==> src/rtl/hbi_pkg.sv <==
package hbi_pkg;
  localparam int DW        = 8;
  localparam int AW        = 3;
  localparam int SRC_W     = 4;
  localparam int DLAB_BIT  = 7;
  localparam int IRQ_OE_BIT = 3;
  localparam logic [DW-1:0] LST_RESET = 8'h60;
  localparam logic [DW-1:0] SCR_RESET = 8'hFF;

  typedef enum logic [AW-1:0] {
    OFS_DATA = 3'd0,
    OFS_IEN  = 3'd1,
    OFS_IST  = 3'd2,
    OFS_LCTL = 3'd3,
    OFS_MCTL = 3'd4,
    OFS_LST  = 3'd5,
    OFS_MST  = 3'd6,
    OFS_SCR  = 3'd7
  } ofs_e;
endpackage

==> src/rtl/hbi_decode.sv <==
module hbi_decode #(
  parameter int NUM_CH = 4,
  localparam int CH_W  = $clog2(NUM_CH)
) (
  input  logic              mode16_i,
  input  logic [NUM_CH-1:0] sel_pin_i,
  input  logic              rd_n_i,
  input  logic              wr_rw_i,
  output logic              rd_o,
  output logic              wr_o,
  output logic [CH_W-1:0]   ch_o
);
  logic [NUM_CH-1:0] low16;
  logic              ok16, ok68;
  logic [CH_W-1:0]   idx16;

  assign low16 = ~sel_pin_i;
  assign ok16  = $onehot(low16);
  assign ok68  = ~sel_pin_i[0];

  always_comb begin
    idx16 = '0;
    for (int i = 0; i < NUM_CH; i++)
      if (low16[i]) idx16 = CH_W'(i);
  end

  always_comb begin
    if (mode16_i) begin
      rd_o = ok16 & ~rd_n_i & wr_rw_i;
      wr_o = ok16 & ~wr_rw_i;
      ch_o = idx16;
    end else begin
      rd_o = ok68 & wr_rw_i;
      wr_o = ok68 & ~wr_rw_i;
      ch_o = sel_pin_i[CH_W:1];
    end
  end
endmodule

==> src/rtl/hbi_wr_commit.sv <==
module hbi_wr_commit
  import hbi_pkg::*;
#(
  parameter int NUM_CH = 4,
  localparam int CH_W  = $clog2(NUM_CH)
) (
  input  logic            clk_i,
  input  logic            rst_ni,
  input  logic            wr_act_i,
  input  logic [CH_W-1:0] ch_i,
  input  logic [AW-1:0]   addr_i,
  input  logic [DW-1:0]   data_i,
  output logic            we_o,
  output logic [CH_W-1:0] we_ch_o,
  output logic [AW-1:0]   we_addr_o,
  output logic [DW-1:0]   we_data_o
);
  logic prev_act;

  // hold the last active-cycle write, commit when the access ends
  always_ff @(posedge clk_i or negedge rst_ni) begin
    if (!rst_ni) begin
      prev_act  <= 1'b0;
      we_ch_o   <= '0;
      we_addr_o <= '0;
      we_data_o <= '0;
    end else begin
      prev_act <= wr_act_i;
      if (wr_act_i) begin
        we_ch_o   <= ch_i;
        we_addr_o <= addr_i;
        we_data_o <= data_i;
      end
    end
  end

  assign we_o = prev_act & ~wr_act_i;
endmodule

==> src/rtl/hbi_chan_regs.sv <==
module hbi_chan_regs
  import hbi_pkg::*;
(
  input  logic             clk_i,
  input  logic             rst_ni,
  input  logic             we_i,
  input  logic [AW-1:0]    waddr_i,
  input  logic [DW-1:0]    wdata_i,
  input  logic [AW-1:0]    raddr_i,
  input  logic [SRC_W-1:0] src_i,
  output logic [DW-1:0]    rdata_o,
  output logic             irq_o,
  output logic             int_en_o
);
  logic [DW-1:0]    hold_q, lctl_q, scr_q, div_lo_q, div_hi_q;
  logic [SRC_W-1:0] ien_q;
  logic [4:0]       mctl_q;
  logic             dlab;

  assign dlab = lctl_q[DLAB_BIT];

  always_ff @(posedge clk_i or negedge rst_ni) begin
    if (!rst_ni) begin
      hold_q   <= '0;
      lctl_q   <= '0;
      scr_q    <= SCR_RESET;
      div_lo_q <= '0;
      div_hi_q <= '0;
      ien_q    <= '0;
      mctl_q   <= '0;
    end else if (we_i) begin
      case (waddr_i)
        OFS_DATA: if (dlab) div_lo_q <= wdata_i; else hold_q <= wdata_i;
        OFS_IEN:  if (dlab) div_hi_q <= wdata_i; else ien_q <= wdata_i[SRC_W-1:0];
        OFS_LCTL: lctl_q <= wdata_i;
        OFS_MCTL: mctl_q <= wdata_i[4:0];
        OFS_SCR:  scr_q  <= wdata_i;
        default:  ;
      endcase
    end
  end

  assign irq_o    = |(src_i & ien_q);
  assign int_en_o = mctl_q[IRQ_OE_BIT];

  always_comb begin
    case (raddr_i)
      OFS_DATA: rdata_o = dlab ? div_lo_q : hold_q;
      OFS_IEN:  rdata_o = dlab ? div_hi_q : {{(DW-SRC_W){1'b0}}, ien_q};
      OFS_IST:  rdata_o = {{(DW-1){1'b0}}, ~irq_o};
      OFS_LCTL: rdata_o = lctl_q;
      OFS_MCTL: rdata_o = {3'b000, mctl_q};
      OFS_LST:  rdata_o = LST_RESET;
      OFS_MST:  rdata_o = '0;
      default:  rdata_o = scr_q;
    endcase
  end
endmodule

==> src/rtl/hbi_irq_route.sv <==
module hbi_irq_route #(
  parameter int NUM_CH = 4
) (
  input  logic              mode16_i,
  input  logic              intsel_i,
  input  logic [NUM_CH-1:0] chan_irq_i,
  input  logic [NUM_CH-1:0] chan_en_i,
  output logic [NUM_CH-1:0] int_o,
  output logic [NUM_CH-1:0] int_oe_o
);
  always_comb begin
    if (mode16_i) begin
      int_o    = chan_irq_i;
      int_oe_o = chan_en_i | {NUM_CH{intsel_i}};
    end else begin
      // open drain: level fixed low, enable pulls the shared line
      int_o    = '0;
      int_oe_o = '0;
      int_oe_o[0] = |chan_irq_i;
    end
  end
endmodule

==> src/rtl/quad_host_if.sv <==
module quad_host_if
  import hbi_pkg::*;
#(
  parameter int NUM_CH = 4,
  localparam int CH_W  = $clog2(NUM_CH)
) (
  input  logic                    clk_i,
  input  logic                    rst_pin_i,
  input  logic                    mode16_i,
  input  logic                    intsel_i,
  input  logic [NUM_CH-1:0]       sel_pin_i,
  input  logic                    rd_n_i,
  input  logic                    wr_rw_i,
  input  logic [AW-1:0]           addr_i,
  input  logic [DW-1:0]           data_i,
  output logic [DW-1:0]           data_o,
  output logic                    data_oe_o,
  input  logic [NUM_CH*SRC_W-1:0] irq_src_i,
  output logic [NUM_CH-1:0]       int_o,
  output logic [NUM_CH-1:0]       int_oe_o
);
  logic              rst_n;
  logic              rd_act, wr_act, we;
  logic [CH_W-1:0]   acc_ch, we_ch;
  logic [AW-1:0]     we_addr;
  logic [DW-1:0]     we_data;
  logic [DW-1:0]     rdata [NUM_CH];
  logic [NUM_CH-1:0] chan_irq, chan_en;

  assign rst_n = mode16_i ? ~rst_pin_i : rst_pin_i;

  hbi_decode #(.NUM_CH(NUM_CH)) i_decode (
    .mode16_i (mode16_i),
    .sel_pin_i(sel_pin_i),
    .rd_n_i   (rd_n_i),
    .wr_rw_i  (wr_rw_i),
    .rd_o     (rd_act),
    .wr_o     (wr_act),
    .ch_o     (acc_ch)
  );

  hbi_wr_commit #(.NUM_CH(NUM_CH)) i_commit (
    .clk_i    (clk_i),
    .rst_ni   (rst_n),
    .wr_act_i (wr_act),
    .ch_i     (acc_ch),
    .addr_i   (addr_i),
    .data_i   (data_i),
    .we_o     (we),
    .we_ch_o  (we_ch),
    .we_addr_o(we_addr),
    .we_data_o(we_data)
  );

  for (genvar g = 0; g < NUM_CH; g++) begin : g_chan
    hbi_chan_regs i_regs (
      .clk_i   (clk_i),
      .rst_ni  (rst_n),
      .we_i    (we && (we_ch == CH_W'(g))),
      .waddr_i (we_addr),
      .wdata_i (we_data),
      .raddr_i (addr_i),
      .src_i   (irq_src_i[g*SRC_W +: SRC_W]),
      .rdata_o (rdata[g]),
      .irq_o   (chan_irq[g]),
      .int_en_o(chan_en[g])
    );
  end

  assign data_oe_o = rd_act;
  assign data_o    = rd_act ? rdata[acc_ch] : '0;

  hbi_irq_route #(.NUM_CH(NUM_CH)) i_irq (
    .mode16_i  (mode16_i),
    .intsel_i  (intsel_i),
    .chan_irq_i(chan_irq),
    .chan_en_i (chan_en),
    .int_o     (int_o),
    .int_oe_o  (int_oe_o)
  );
endmodule

==> config.mk <==
export PLATFORM = sky130hd
export DESIGN_NAME = quad_host_if
export DESIGN_NICKNAME = d
export VERILOG_FILES = /design/src/rtl/hbi_pkg.sv /design/src/rtl/hbi_decode.sv /design/src/rtl/hbi_wr_commit.sv /design/src/rtl/hbi_chan_regs.sv /design/src/rtl/hbi_irq_route.sv /design/src/rtl/quad_host_if.sv
export SDC_FILE = /design/constraint.sdc
export NUM_CORES = 1
export LEC_CHECK = 0
export CAP_MARGIN = 10
export CORE_MARGIN = 2
export CORE_UTILIZATION = 45
export DETAILED_ROUTE_END_ITERATION = 8
export PLACE_DENSITY_LB_ADDON = 0.08
export SYNTH_ARGS = -nofsm -noshare
export SYNTH_HDL_FRONTEND = slang
export SYNTH_SLANG_ARGS = --single-unit
==> constraint.sdc <==
create_clock -name clk_i -period 34.9 [get_ports clk_i]
set_input_delay 5.235 -clock clk_i [delete_from_list [all_inputs] [get_ports clk_i]]
set_output_delay 5.235 -clock clk_i [all_outputs]
set_load 0.02 [all_outputs]
==> results.yml <==
power_and_ir_drop:
  p_leak_nw: 5.32
  total_power_w: 0.000796
  power.density_nw_per_um2: 67.2
  pwr-share-clk_pct: 31.3
  vdd_drop_max_uv: 36.5
  swShare_pct: 30.8
  p_seq_share_pct: 47.4
  share_comb_of_total_power_pct: 21.3
  switching_power_w: 0.000245
  intPower_w: 0.000551
place:
  hpwl_um: 19400
  dpl.cell_count: 1107
  gp_congestion: 0.860
  place_area_um2: 11100
  port_buffers: 53
synthesis:
  synth_area_um2: 10300
  ys_ff_latch: 210
  synth-edff-count: 0
  syn_avg_cell_area_um2: 12.6
  synth_compound_area_share_pct: 9.87
  yosysUniqueCellTypes: 66
  syn-instance-count: 821
  yosys_warnings: 0
  synth_top_family_by_area: "multiplexers"
  synth-simple-area-share_pct: 7.14
  synthAdderAreaFrac_pct: 0.678
  synth_mux_area_share_pct: 28.1
  synth_ff_type: "dfrtp_1"
  synth_xor_xnor_area_share_pct: 0.0848
  seq_area_frac_synth_pct: 51.3
  synth_fp_nets: 863
  synthArstFlopShare_pct: 100
floorplan:
  dieWidth_um: 155
  start_util_pct: 45.8
  die_area_um2: 24200
  pin_count: 54
  die_h_um: 155
  coreArea_um2: 22600
  rows: 55
global_routing:
  antenna_found_initial: 0
  grt_pass1_wl_um: 45700
  grtUsageTotal_pct: 24.6
  grt_pass1_vias: 7513
  grt_overflow: 0
  grt_max_degree: 80
drt:
  top_layer: "met4"
  wl_per_cell_um: 25.0
  drc: 0
  num_vias: 6957
  drt_pre_antenna_iters: 7
  wl_met1_um: 13400
  via_per_inst: 6.04
  initialDrtViolationCount: 443
  ant_nets: 0
  drt-total-wl_um: 28800
  route.met2.wl_um: 13700
  met3_length_um: 1120
worst_setup_path:
  path_cells: "clkdlybuf4s50_1, inv_1, ha_1, ha_1, fa_1, nand4bb_1, nor2_1, o21ai_0, inv_1, nand2_1, o22ai_1, clkdlybuf4s50_1"
  worst_path_dominant_cell_family: "buffers and inverters"
  critical_path_class: "input pin to output port"
  critPathLaunchType: "input pin"
  end_kind: "output port"
  path_max_fanout: 7
  max_stage_delay_ps: 620
  cp.required_ps: 29660
  critPathBufInv: 4
  crit_arrival_ps: 8680
  startpoint: "sel_pin_i[0]"
  crit_path_top_delay_cell: "clkdlybuf4s50_1"
  reg2reg_from: "i_commit.we_addr_o[1]"
cts:
  cts.hold.buffers_added: 0
  postCtsSetupBuffers: 0
  cts.repair.resized: 0
  cts_buffers: 24
  cts_tree: "done"
  htreeDepth: 1
  cts.path.max_buffers: 3
  cts_sinks: 210
  root_buffer: "clkbuf_16"
  clkLatencyLatePin_ps: 520
  clk_pin_slew_ps: 60
sta:
  slew_violations: 0
  relSlewSlack_pct: 24.1
  fin_crit_ps: 13920
  finalHoldViolCount: 0
  tns_ps: 0
  post-route-period-util_pct: 39.9
  final-setup-viol-count: 0
  finClkSkew_ps: 10.9
  tightest_slew_ps: 1140
  timing.fmax_mhz: 71.9
  rsz0062_at_grt: "false"
layout:
  final_cell_mix: "mux2_2 (199), dfrtp_1 (178), clkdlybuf4s50_1 (53)"
  fin_cells: 1152
  final_common_cell: "mux2_2"
  final_cell_area_um2: 11900
  drive_above_1_share_pct: 37.3
  finalNetCount: 890
  final_util_pct: 52.5
  syn2layout_area_growth_pct: 14.8
worst_hold_path:
  hold_path.class: "flip-flop to flip-flop"
  min_from: "g_chan[3].i_regs.div_hi_q[1]"
status:
  status: "complete, no violations"
run:
  drv_cap: 0
## metrics by stage
| stage | setup WS [ps] | hold slack, ps |
|---|---|---|
| after floorplan | 15710 | 459 |
| after global placement | 21030 | 472 |
| after detailed placement | 20970 | 480 |
| final | 20980 | 488 |
| after CTS | 20980 | 492 |
| after global routing | 20790 | 508 |
## synth_stat cells (3+ instances only)
cell,instances,area (um^2)
a211oi_1,4,30.0
a21oi_1,29,145
a221oi_1,19,166
a22oi_1,19,143
a31oi_1,4,25.0
and2_1,5,31.3
buf_1,7,26.3
buf_2,5,25.0
clkbuf_1,49,184
dfrtp_1,178,4450
dfstp_2,32,841
ha_1,4,50.1
inv_1,7,26.3
mux2_1,8,90.1
mux2_2,199,2240
mux2_4,16,240
mux2i_1,24,240
mux4_2,4,90.1
nand2_1,28,105
nand2b_1,4,25.0
nand3_1,10,50.1
nand3_2,3,30.0
nand4bb_1,4,45.0
nor2_1,38,143
nor2_2,7,43.8
nor3_1,8,40.0
o211a_1,3,30.0
o211ai_1,7,52.6
o21ai_0,27,135
o221ai_1,5,43.8
o22ai_1,11,68.8
o311a_1,3,30.0
or3_1,5,31.3
## routing by layer
metal / vias up / GRT usage [%]
met2: 171 / 39.7
met1: 3651 / 35.5
met3: 38 / 2.67
met4: 0 / 6.60
met5: - / 0
li1: 3097 / -
## cell type report
type / count / area, um^2
fill: 1946 / 10700
antenna: 1 / 2.50
clock buffer: 37 / 721
clock inverter: 7 / 66.3
multi-input combinational: 538 / 4760
sequential: 210 / 5300
timing repair buffer: 65 / 621
inverter: 9 / 33.8
tap: 285 / 357
## path summary, 6_finish.rpt
check,endpoint,slack (ps),depth (start not counted)
setup / recovery,data_o[7],20980,12
hold / removal,g_chan[3].i_regs.div_hi_q[1],490,1
setup reg to reg,g_chan[0].i_regs.div_lo_q[5],32500,3
hold reg to reg,g_chan[3].i_regs.div_hi_q[1],490,1
max in group asynchronous,g_chan[0].i_regs.hold_q[6],26560,4
min in group asynchronous,g_chan[3].i_regs.div_lo_q[4],5450,2
## cell families (layout without fill, tap and decap cells)
kind of cell,Yosys count,count (layout)
AO/OA/AOI/OAI,148,148
XOR/XNOR,1,1
adder cells (fa/ha/maj),5,5
buffers and inverters,73,118
flip-flops,210,210
multiplexers,251,251
other,0,1
AND/OR/NAND/NOR,133,133
## power groups by stage
stage               sequential, W  combinational [W]  clock [W]
floorplan                0.000337           0.000148          0
detailed placement       0.000381           0.000171          0
CTS                      0.000378           0.000171   0.000254
finish                   0.000378           0.000169   0.000249
global route             0.000388           0.000183   0.000264
global placement         0.000378           0.000166          0
## worst register-to-register path, delay by kind of cell, from the launching register on
family,cells,cell delay [ps]
multiplexers,1,490
flip-flops,1,440
AND/OR/NAND/NOR,2,1350
## state kept, by name, indices dropped and copies added (netlist names)
register	flops
g_chan.i_regs.div_lo_q	32
i_commit.we_addr_o	3
g_chan.i_regs.hold_q	32
g_chan.i_regs.scr_q	32
g_chan.i_regs.div_hi_q	32
g_chan.i_regs.mctl_q	20
g_chan.i_regs.lctl_q	32
i_commit.we_ch_o	2
i_commit.we_data_o	8
g_chan.i_regs.ien_q	16
i_commit.prev_act	1
(Power assumes the default switching activity.)
